$ cat config.mk
export PLATFORM = sky130hd
export DESIGN_NAME = stereo_sample_buffer
export DESIGN_NICKNAME = d
export VERILOG_FILES = /design/src/rtl/sbuf_pkg.sv /design/src/rtl/sbuf_fmt.sv /design/src/rtl/sbuf_fifo.sv /design/src/rtl/sbuf_flags.sv /design/src/rtl/sbuf_seq.sv /design/src/rtl/stereo_sample_buffer.sv
export SDC_FILE = /design/constraint.sdc
export NUM_CORES = 1
export LEC_CHECK = 0
export BUFFER_PORTS_ARGS = -buffer_cell sky130_fd_sc_hd__buf_2
export CAP_MARGIN = 20
export CORE_MARGIN = 2
export CORE_UTILIZATION = 45
export CTS_CLUSTER_DIAMETER = 60
export DETAILED_ROUTE_END_ITERATION = 16
export GPL_TIMING_DRIVEN = 0
export PLACE_DENSITY_LB_ADDON = 0.12
export SYNTH_ARGS = -nofsm -noshare
export SYNTH_HDL_FRONTEND = slang
export SYNTH_HIERARCHICAL = 1
export SYNTH_SLANG_ARGS = --single-unit
$ cat constraint.sdc
create_clock -name clk -period 2.5 [get_ports clk]
set_clock_uncertainty 0.1 [all_clocks]
set_input_delay 0.5 -clock clk [delete_from_list [all_inputs] [get_ports clk]]
set_output_delay 0.5 -clock clk [all_outputs]
set_load 0.005 [all_outputs]
$ cat src/rtl/sbuf_pkg.sv
package sbuf_pkg;
    localparam int NUM_CH   = 2;
    localparam int CH_LEFT  = 0;
    localparam int CH_RIGHT = 1;

    typedef enum logic {
        ST_IDLE    = 1'b0,
        ST_PRESENT = 1'b1
    } seq_state_e;
endpackage

$ cat src/rtl/sbuf_fmt.sv
module sbuf_fmt #(
    parameter int DATA_W = 16
) (
    input  logic [DATA_W-1:0] din,
    input  logic              signed_sel,
    output logic [DATA_W-1:0] dout
);
    localparam int MSB = DATA_W - 1;

    // two's complement to offset binary: flip the sign bit
    always_comb begin
        dout      = din;
        dout[MSB] = din[MSB] ^ signed_sel;
    end
endmodule

$ cat src/rtl/sbuf_fifo.sv
module sbuf_fifo #(
    parameter int DATA_W = 16,
    parameter int DEPTH  = 4
) (
    input  logic              clk,
    input  logic              rst_n,
    input  logic              push,
    input  logic [DATA_W-1:0] din,
    input  logic              pop,
    output logic [DATA_W-1:0] head,
    output logic              full,
    output logic              empty,
    output logic              push_drop,
    output logic              pop_miss
);
    localparam int PTR_W = (DEPTH > 1) ? $clog2(DEPTH) : 1;
    localparam int CNT_W = $clog2(DEPTH + 1);
    localparam logic [PTR_W-1:0] LAST = PTR_W'(DEPTH - 1);
    localparam logic [CNT_W-1:0] CAP  = CNT_W'(DEPTH);

    logic [DATA_W-1:0] mem [DEPTH];
    logic [PTR_W-1:0]  rd_ptr, wr_ptr;
    logic [CNT_W-1:0]  count;
    logic              push_ok, pop_ok;

    assign full   = (count == CAP);
    assign empty  = (count == '0);
    assign pop_ok = pop && !empty;
    // a simultaneous pop frees a slot for the incoming word
    assign push_ok   = push && (!full || pop_ok);
    assign push_drop = push && !push_ok;
    assign pop_miss  = pop && empty;
    assign head      = mem[rd_ptr];

    always_ff @(posedge clk) begin
        if (push_ok) mem[wr_ptr] <= din;
    end

    always_ff @(posedge clk) begin
        if (!rst_n) begin
            rd_ptr <= '0;
            wr_ptr <= '0;
            count  <= '0;
        end else begin
            if (push_ok) wr_ptr <= (wr_ptr == LAST) ? '0 : wr_ptr + 1'b1;
            if (pop_ok)  rd_ptr <= (rd_ptr == LAST) ? '0 : rd_ptr + 1'b1;
            unique case ({push_ok, pop_ok})
                2'b10:   count <= count + 1'b1;
                2'b01:   count <= count - 1'b1;
                default: count <= count;
            endcase
        end
    end
endmodule

$ cat src/rtl/sbuf_flags.sv
module sbuf_flags #(
    parameter int NUM_CH = 2
) (
    input  logic              clk,
    input  logic              rst_n,
    input  logic              clr,
    input  logic [NUM_CH-1:0] set_ovf,
    input  logic [NUM_CH-1:0] set_unf,
    output logic [NUM_CH-1:0] ovf,
    output logic [NUM_CH-1:0] unf
);
    always_ff @(posedge clk) begin
        if (!rst_n) begin
            ovf <= '0;
            unf <= '0;
        end else begin
            // a new event outranks the clear for its own flag
            ovf <= set_ovf | (clr ? '0 : ovf);
            unf <= set_unf | (clr ? '0 : unf);
        end
    end
endmodule

$ cat src/rtl/sbuf_seq.sv
module sbuf_seq
    import sbuf_pkg::*;
#(
    parameter int          DATA_W     = 16,
    parameter logic [15:0] DFLT_RESET = 16'h8000
) (
    input  logic                          clk,
    input  logic                          rst_n,
    input  logic                          req,
    input  logic                          dflt_we,
    input  logic [DATA_W-1:0]             dflt_din,
    input  logic [NUM_CH-1:0][DATA_W-1:0] head,
    input  logic [NUM_CH-1:0]             empty,
    output logic [NUM_CH-1:0]             pop,
    output logic                          out_valid,
    output logic [NUM_CH-1:0][DATA_W-1:0] out_data,
    output logic [NUM_CH-1:0]             out_dflt
);
    localparam logic [DATA_W-1:0] DFLT_INIT = DATA_W'(DFLT_RESET);

    seq_state_e        state, state_nx;
    logic [DATA_W-1:0] dflt_q;

    always_ff @(posedge clk) begin
        if (!rst_n) state <= ST_IDLE;
        else        state <= state_nx;
    end

    always_comb begin
        state_nx = state;
        unique case (state)
            ST_IDLE:    if (req)  state_nx = ST_PRESENT;
            ST_PRESENT: if (!req) state_nx = ST_IDLE;
            default:    state_nx = ST_IDLE;
        endcase
        pop = {NUM_CH{req}};
    end

    assign out_valid = (state == ST_PRESENT);

    always_ff @(posedge clk) begin
        if (!rst_n)       dflt_q <= DFLT_INIT;
        else if (dflt_we) dflt_q <= dflt_din;
    end

    generate
        for (genvar c = 0; c < NUM_CH; c++) begin : g_out
            always_ff @(posedge clk) begin
                if (!rst_n) begin
                    out_data[c] <= DFLT_INIT;
                    out_dflt[c] <= 1'b0;
                end else if (req) begin
                    out_data[c] <= empty[c] ? dflt_q : head[c];
                    out_dflt[c] <= empty[c];
                end
            end
        end
    endgenerate
endmodule

$ cat src/rtl/stereo_sample_buffer.sv
module stereo_sample_buffer
    import sbuf_pkg::*;
#(
    parameter int          DATA_W     = 16,
    parameter int          DEPTH      = 4,
    parameter logic [15:0] DFLT_RESET = 16'h8000
) (
    input  logic              clk,
    input  logic              rst_n,
    input  logic              wr_left_en,
    input  logic [DATA_W-1:0] wr_left_data,
    input  logic              wr_right_en,
    input  logic [DATA_W-1:0] wr_right_data,
    input  logic              fmt_signed,
    input  logic              dflt_we,
    input  logic [DATA_W-1:0] dflt_data,
    input  logic              flag_clr,
    input  logic              req,
    output logic              out_valid,
    output logic [DATA_W-1:0] out_left,
    output logic [DATA_W-1:0] out_right,
    output logic              out_left_dflt,
    output logic              out_right_dflt,
    output logic              left_full,
    output logic              left_empty,
    output logic              right_full,
    output logic              right_empty,
    output logic              ovf_left,
    output logic              ovf_right,
    output logic              unf_left,
    output logic              unf_right
);
    logic [NUM_CH-1:0]             wr_en;
    logic [NUM_CH-1:0][DATA_W-1:0] wr_raw, wr_code, head, out_data;
    logic [NUM_CH-1:0]             full, empty, pop, drop, miss, out_dflt, ovf, unf;

    assign wr_en[CH_LEFT]   = wr_left_en;
    assign wr_en[CH_RIGHT]  = wr_right_en;
    assign wr_raw[CH_LEFT]  = wr_left_data;
    assign wr_raw[CH_RIGHT] = wr_right_data;

    generate
        for (genvar c = 0; c < NUM_CH; c++) begin : g_ch
            sbuf_fmt #(.DATA_W(DATA_W)) i_fmt (
                .din        (wr_raw[c]),
                .signed_sel (fmt_signed),
                .dout       (wr_code[c])
            );
            sbuf_fifo #(.DATA_W(DATA_W), .DEPTH(DEPTH)) i_fifo (
                .clk       (clk),
                .rst_n     (rst_n),
                .push      (wr_en[c]),
                .din       (wr_code[c]),
                .pop       (pop[c]),
                .head      (head[c]),
                .full      (full[c]),
                .empty     (empty[c]),
                .push_drop (drop[c]),
                .pop_miss  (miss[c])
            );
        end
    endgenerate

    sbuf_seq #(.DATA_W(DATA_W), .DFLT_RESET(DFLT_RESET)) i_seq (
        .clk       (clk),
        .rst_n     (rst_n),
        .req       (req),
        .dflt_we   (dflt_we),
        .dflt_din  (dflt_data),
        .head      (head),
        .empty     (empty),
        .pop       (pop),
        .out_valid (out_valid),
        .out_data  (out_data),
        .out_dflt  (out_dflt)
    );

    sbuf_flags #(.NUM_CH(NUM_CH)) i_flags (
        .clk     (clk),
        .rst_n   (rst_n),
        .clr     (flag_clr),
        .set_ovf (drop),
        .set_unf (miss),
        .ovf     (ovf),
        .unf     (unf)
    );

    assign out_left       = out_data[CH_LEFT];
    assign out_right      = out_data[CH_RIGHT];
    assign out_left_dflt  = out_dflt[CH_LEFT];
    assign out_right_dflt = out_dflt[CH_RIGHT];
    assign left_full      = full[CH_LEFT];
    assign left_empty     = empty[CH_LEFT];
    assign right_full     = full[CH_RIGHT];
    assign right_empty    = empty[CH_RIGHT];
    assign ovf_left       = ovf[CH_LEFT];
    assign ovf_right      = ovf[CH_RIGHT];
    assign unf_left       = unf[CH_LEFT];
    assign unf_right      = unf[CH_RIGHT];
endmodule

Word level (Yosys, flattened, before mapping)
Memories as Yosys holds them, arrays and structs flattened. A register that Yosys moved wholly into a read port is not among the register bits.
Cells that the tools add are included.

cells by class
  div/mod/pow operators = 0
  multiplexer cells = 19
  order comparisons = 0
  equal/unequal tests = 10
  bitwise operators = 4
  add/subtract/negate cells = 8
  multipliers = 0
  shift-type cells = 0
  reductions and logical operators = 20

operators with widths
  operator                                          count
  2-to-1 mux 16 bit                                 2
  2-to-1 mux 2 bit                                  10
  == test 2 bit, second input constant              6
  one-hot mux 3 bit (2 select lines)                2
  adder 2 x 1 -> 2 bit, second input constant       4
  logical AND 1 bit                                 8
  adder 3 x 1 -> 3 bit, second input constant       2
  == test 3 bit, second input constant              2
  zero test 1 bit                                   6
  zero test 3 bit                                   2
  subtractor 3 x 1 -> 3 bit, second input constant  2
  2-to-1 mux 1 bit                                  5
  == test 2 x 1 -> 1 bit, second input constant     2
  bitwise OR 2 bit                                  2
  nonzero test 2 bit                                2
  logical OR 1 bit                                  2
  XOR 1 bit                                         2

storage, ports and cells
  bits in read-only memories = 0
  output and inout bits = 43
  input port bits = 56
  word-level logic and storage cells = 77
  memory bits (writable) = 128
  register bits after elaboration = 69
  latch bits = 0
  memories kept = 2

memories
  name                words  width  rd ports  clocked after memory_dff  wr ports  RTL line         source
  g_ch[0].i_fifo.mem  4      16     1         1                         1         sbuf_fifo.sv:21  logic [DATA_W-1:0] mem [DEPTH];
  g_ch[1].i_fifo.mem  4      16     1         1                         1         sbuf_fifo.sv:21

Depth between registers and ports, before layout
  word-level depth = 8
  gate-level depth with buffers = 8
  depth with buffers taken out = 6

Modules after synthesis
The synthesis kept the hierarchy.

modules (own cells, without submodules)
  module      area an instance (µm²)  cells an instance  times used  seq. area each (µm²)
  sbuf_fifo   2910.3                  155                2           2102.0
  sbuf_seq    2120.8                  204                1           1021.0
  sbuf_fmt    121.4                   16                 2           0.0
  sbuf_flags  135.1                   12                 1           80.1

Worst setup path before layout
OpenSTA, ideal clock, no wires.

  path type = input-to-reg
  start point = input port req
  end point = register g_ch[1].i_fifo.count[2]
  path slack = 0.545 ns
  data required time = 2.274 ns
  buffers on the path = 2
  arrival time = 1.729 ns
  library setup time = 0.126 ns
  stages on the path = 8
  path through = buf_4 -> buf_4 -> o31ai_2 -> nand2b_1 -> fa_1 -> nand2b_1 -> o211ai_1 -> a31oi_1

between the ends
  longest elaborated chain between the ends = 5
  elaborated cells between the ends (all ways) = 7
  those cells by class = 2 x eq/ne; 1 x mux; 4 x reduce/logical

RTL lines
  what                                                                             RTL line                    source
  start, declared                                                                  stereo_sample_buffer.sv:18  input logic req,
  logical AND 1 bit *                                                              sbuf_fifo.sv:28             assign pop_ok = pop && !empty;
  logical OR 1 bit                                                                 sbuf_fifo.sv:30             assign push_ok = push && (!full || pop_ok);
  logical AND 1 bit                                                                sbuf_fifo.sv:30
  == test 2 x 1 -> 1 bit / == test 2 bit (equally long branches)                   sbuf_fifo.sv:47             unique case ({push_ok, pop_ok})
  one-hot mux 3 bit (2 select lines) / nonzero test 2 bit (equally long branches)  -
  end signal, assigned                                                             sbuf_fifo.sv:48             2'b10: count <= count + 1'b1;
  end signal, assigned                                                             sbuf_fifo.sv:49             2'b01: count <= count - 1'b1;
  end signal, assigned                                                             sbuf_fifo.sv:50             default: count <= count;
  end, declared                                                                    sbuf_fifo.sv:23             logic [CNT_W-1:0] count;

Mark *: on every way between the ends. The rest lies on a longest branch, timed or not.
A chain may end at the register's enable or synchronous reset.

Final worst setup path
  start point = register g_ch[0].i_fifo.count[0]
  end point = output port left_empty

between the ends
  longest elaborated chain between the ends = 1

RTL lines
  what                    RTL line                    source
  start, declared         sbuf_fifo.sv:23
  start signal, assigned  sbuf_fifo.sv:48
  start signal, assigned  sbuf_fifo.sv:49
  start signal, assigned  sbuf_fifo.sv:50
  zero test 3 bit         sbuf_fifo.sv:27             assign empty = (count == '0);
  end, declared           stereo_sample_buffer.sv:25  output logic left_empty,

No other way between the ends.

==> reports/results.txt <==
status = finished, final reports clean
layout cells sized above 1 = 0.301
pin slew with the least headroom to its limit = 918 ps
Finished Cell Area = 9610 um2
syn_nets = 626
DRC = 0
CP Max Fanout = 10
hold depth = 1
ANT nets after route = 0
Hold Path Sink = g_ch[1].i_fifo/mem[3][2]
# rows = 49
Longest Clk Path Bufs = 3
global-route wire length before repair = 26400 um
Worst-path clk slew = 60 ps
diode count = 0
sequential power share = 0.472
FMAX = 476 MHz
Max Cap Viol = 0
reg2reg start = g_ch[0].i_fifo/count[1]
Pwr Density = 848 nW/um2
post-DR vias/cell = 5.21
total wire length = 16900 um
die width = 140 um
Place WS = 333 ps
clk sinks = 201
CTS Hold Buffers Added = 0
WS Path Type = reg2out
Startpoint Class = flop
P_sw = 1.95 mW
buffer count from post-CTS setup fixing = 0
library cells used by synthesis = 41
CTS tree = yes
Yosys Warn Count = 6
Layout area overhead = 15.6%
total gr overflow = 0
PortBufs = 66
initial antenna violation count = 1
DIE HEIGHT = 140 um
H-Tree Depth = 1
largest net degree at the start of global routing = 17
Nets = 716
CTS Buf Count = 22
critical path arrival = 1500 ps
post-place instance area = 8940 um2
P_leak = 3.73 nW
Setup TNS = 0 ps
Die ar. = 19600 um2
GPL Wtd Cong = 0.819
Starting Density = 0.462
Iter 0 DRT Violations = 312
Hold WC Path Type = in2reg
vias in the first global route = 4904
Final Critical Period = 2100 ps
post-route clock period utilization = 0.839
RSZ-0062 raised after global routing = false
crit end category = output pin
Peak VDD IR = 0.388 mV
FF-to-FF End = g_ch[0].i_fifo/mem[2][6]
Pint = 6.20 mW
total power = 8.15 mW
GRT Overall Usage = 0.173
Comb pwr share = 0.158
Pins Over Slew Limit = 0
worst rel slew slack = 0.388
IO Pins = 99
worst-case reg-to-reg path depth = 3
top_reg_cell synth = edfxtp_1
Clk pwr share = 0.369
clock root cell = clkbuf_16
hold path start = wr_right_data[2]
setup slack after layout = 401 ps
Async S/R FF share, synth = 0
Cells after Synth = 558
sequential fraction of the synthesis area = 0.638
switching part of the total = 0.240
flops & latches, synth = 201
WL/cell = 18.9 um
synthesized cell area = 8320 um2
via count = 4652
Clock Latency Late Sink = 490 ps
Worst Path Required = 1900 ps
final setup vio count = 0
post-cts resize count = 0
hold_ws = 111 ps
Post-synth EDFFs = 128
Post-Syn Area per Cell = 14.9 um2
Final Hold Viols = 0
core area = 18000 um2
drt pass-1 iters = 6
flop2flop setup slack = 500 ps
dpl hpwl = 12000 um
-- flip-flops by register name, indices dropped and copies added (netlist names), named ones only --
register	cells
g_ch.i_fifo/count	6
g_ch.i_fifo/mem	128
g_ch.i_fifo/rd_ptr	4
g_ch.i_fifo/wr_ptr	4
i_flags/ovf	2
i_flags/unf	2
i_seq/dflt_q	16
i_seq/out_data	32
i_seq/out_dflt	2
i_seq/out_valid	1
-- metal layers --
metal	global-route usage	vias to the layer above	share of wire	wire, um
li1	-	2231	-	-
met1	0.229	2298	0.44	7440
met2	0.294	100	0.49	8260
met3	0.0379	21	0.060	1010
met4	0.0395	2	0.012	196
met5	0	-	0.00077	13
-- power groups by stage --
stage | Clock [mW] | Combinational, mW | Sequential [mW]
2_1_floorplan | 0 | 0.968 | 3.89
3_3_place_gp | 0 | 1.28 | 3.91
3_5_place_dp | 0 | 1.31 | 3.92
4_1_cts | 3.09 | 1.32 | 3.85
5_1_grt | 3.21 | 1.42 | 3.87
6_report | 3.01 | 1.29 | 3.85
-- critical path, cell delays in order (launching register included) --
cell     delay [ps]
dfxtp_1         300
buf_4           160
nor3_1          370
buf_2           190
-- how the worst max path moves through the flow --
stage / start / to / slack [ps] / cells past startpoint
global route: g_ch[1].i_fifo/count[0] / right_empty / 320 / 3
global placement: req / g_ch[1].i_fifo/mem[0][8] / 350 / 3
finish: g_ch[0].i_fifo/count[0] / left_empty / 400 / 3
detailed placement: req / g_ch[0].i_fifo/mem[2][8] / 330 / 3
floorplan: req / g_ch[1].i_fifo/count[2] / 540 / 8
CTS: g_ch[0].i_fifo/count[0] / left_empty / 380 / 3
-- cell usage after synthesis, types with 10 or more instances --
cell,count,area [um2]
buf_4,42,315
edfxtp_1,128,3840
a21oi_1,40,200
mux4_2,32,721
nor2b_1,21,131
ha_1,10,125
inv_1,14,52.6
o21ai_0,30,150
dfxtp_1,73,1460
mux2i_1,52,521
buf_2,15,75.1
-- kinds of logic after synthesis --
group / Yosys count / share of synthesized area
DFF: 201 / 0.638
and+or+nand+nor: 75 / 0.0534
adders and majority gates: 12 / 0.0199
buffers and inverters: 84 / 0.0680
muxes: 84 / 0.149
xor gates and xnor gates: 6 / 0.00632
AOI/OAI and AO/OA: 96 / 0.0656
-- layout make-up --
cell class | count | area, um2
Fill cell | 1546 | 8410
Sequential cell | 201 | 5310
Multi-Input combinational cell | 273 | 2450
Clock buffer | 31 | 606
Buffer | 68 | 505
Timing Repair Buffer | 66 | 330
Tap cell | 229 | 287
Clock inverter | 9 | 71.3
Inverter | 16 | 60.1
-- cell usage in the layout, fill, tap and decap left out, types with 21 or more instances in the layout --
cell type,instances
buf_2,81
mux4_2,32
nor2b_1,21
dfxtp_1,73
buf_4,42
mux2i_1,52
a21oi_1,40
edfxtp_1,128
o21ai_0,30
clkbuf_16,23
-- stage by stage --
| step | std cells | utilization |
|---|---|---|
| 2_1_floorplan | 558 | - |
| 3_3_place_gp | 853 | 0.496 |
| 3_5_place_dp | 853 | 0.496 |
| 4_1_cts | 893 | 0.533 |
| 5_1_grt | 893 | 0.533 |
| 6_report | 893 | 0.533 |
(Power assumes the default switching activity.)
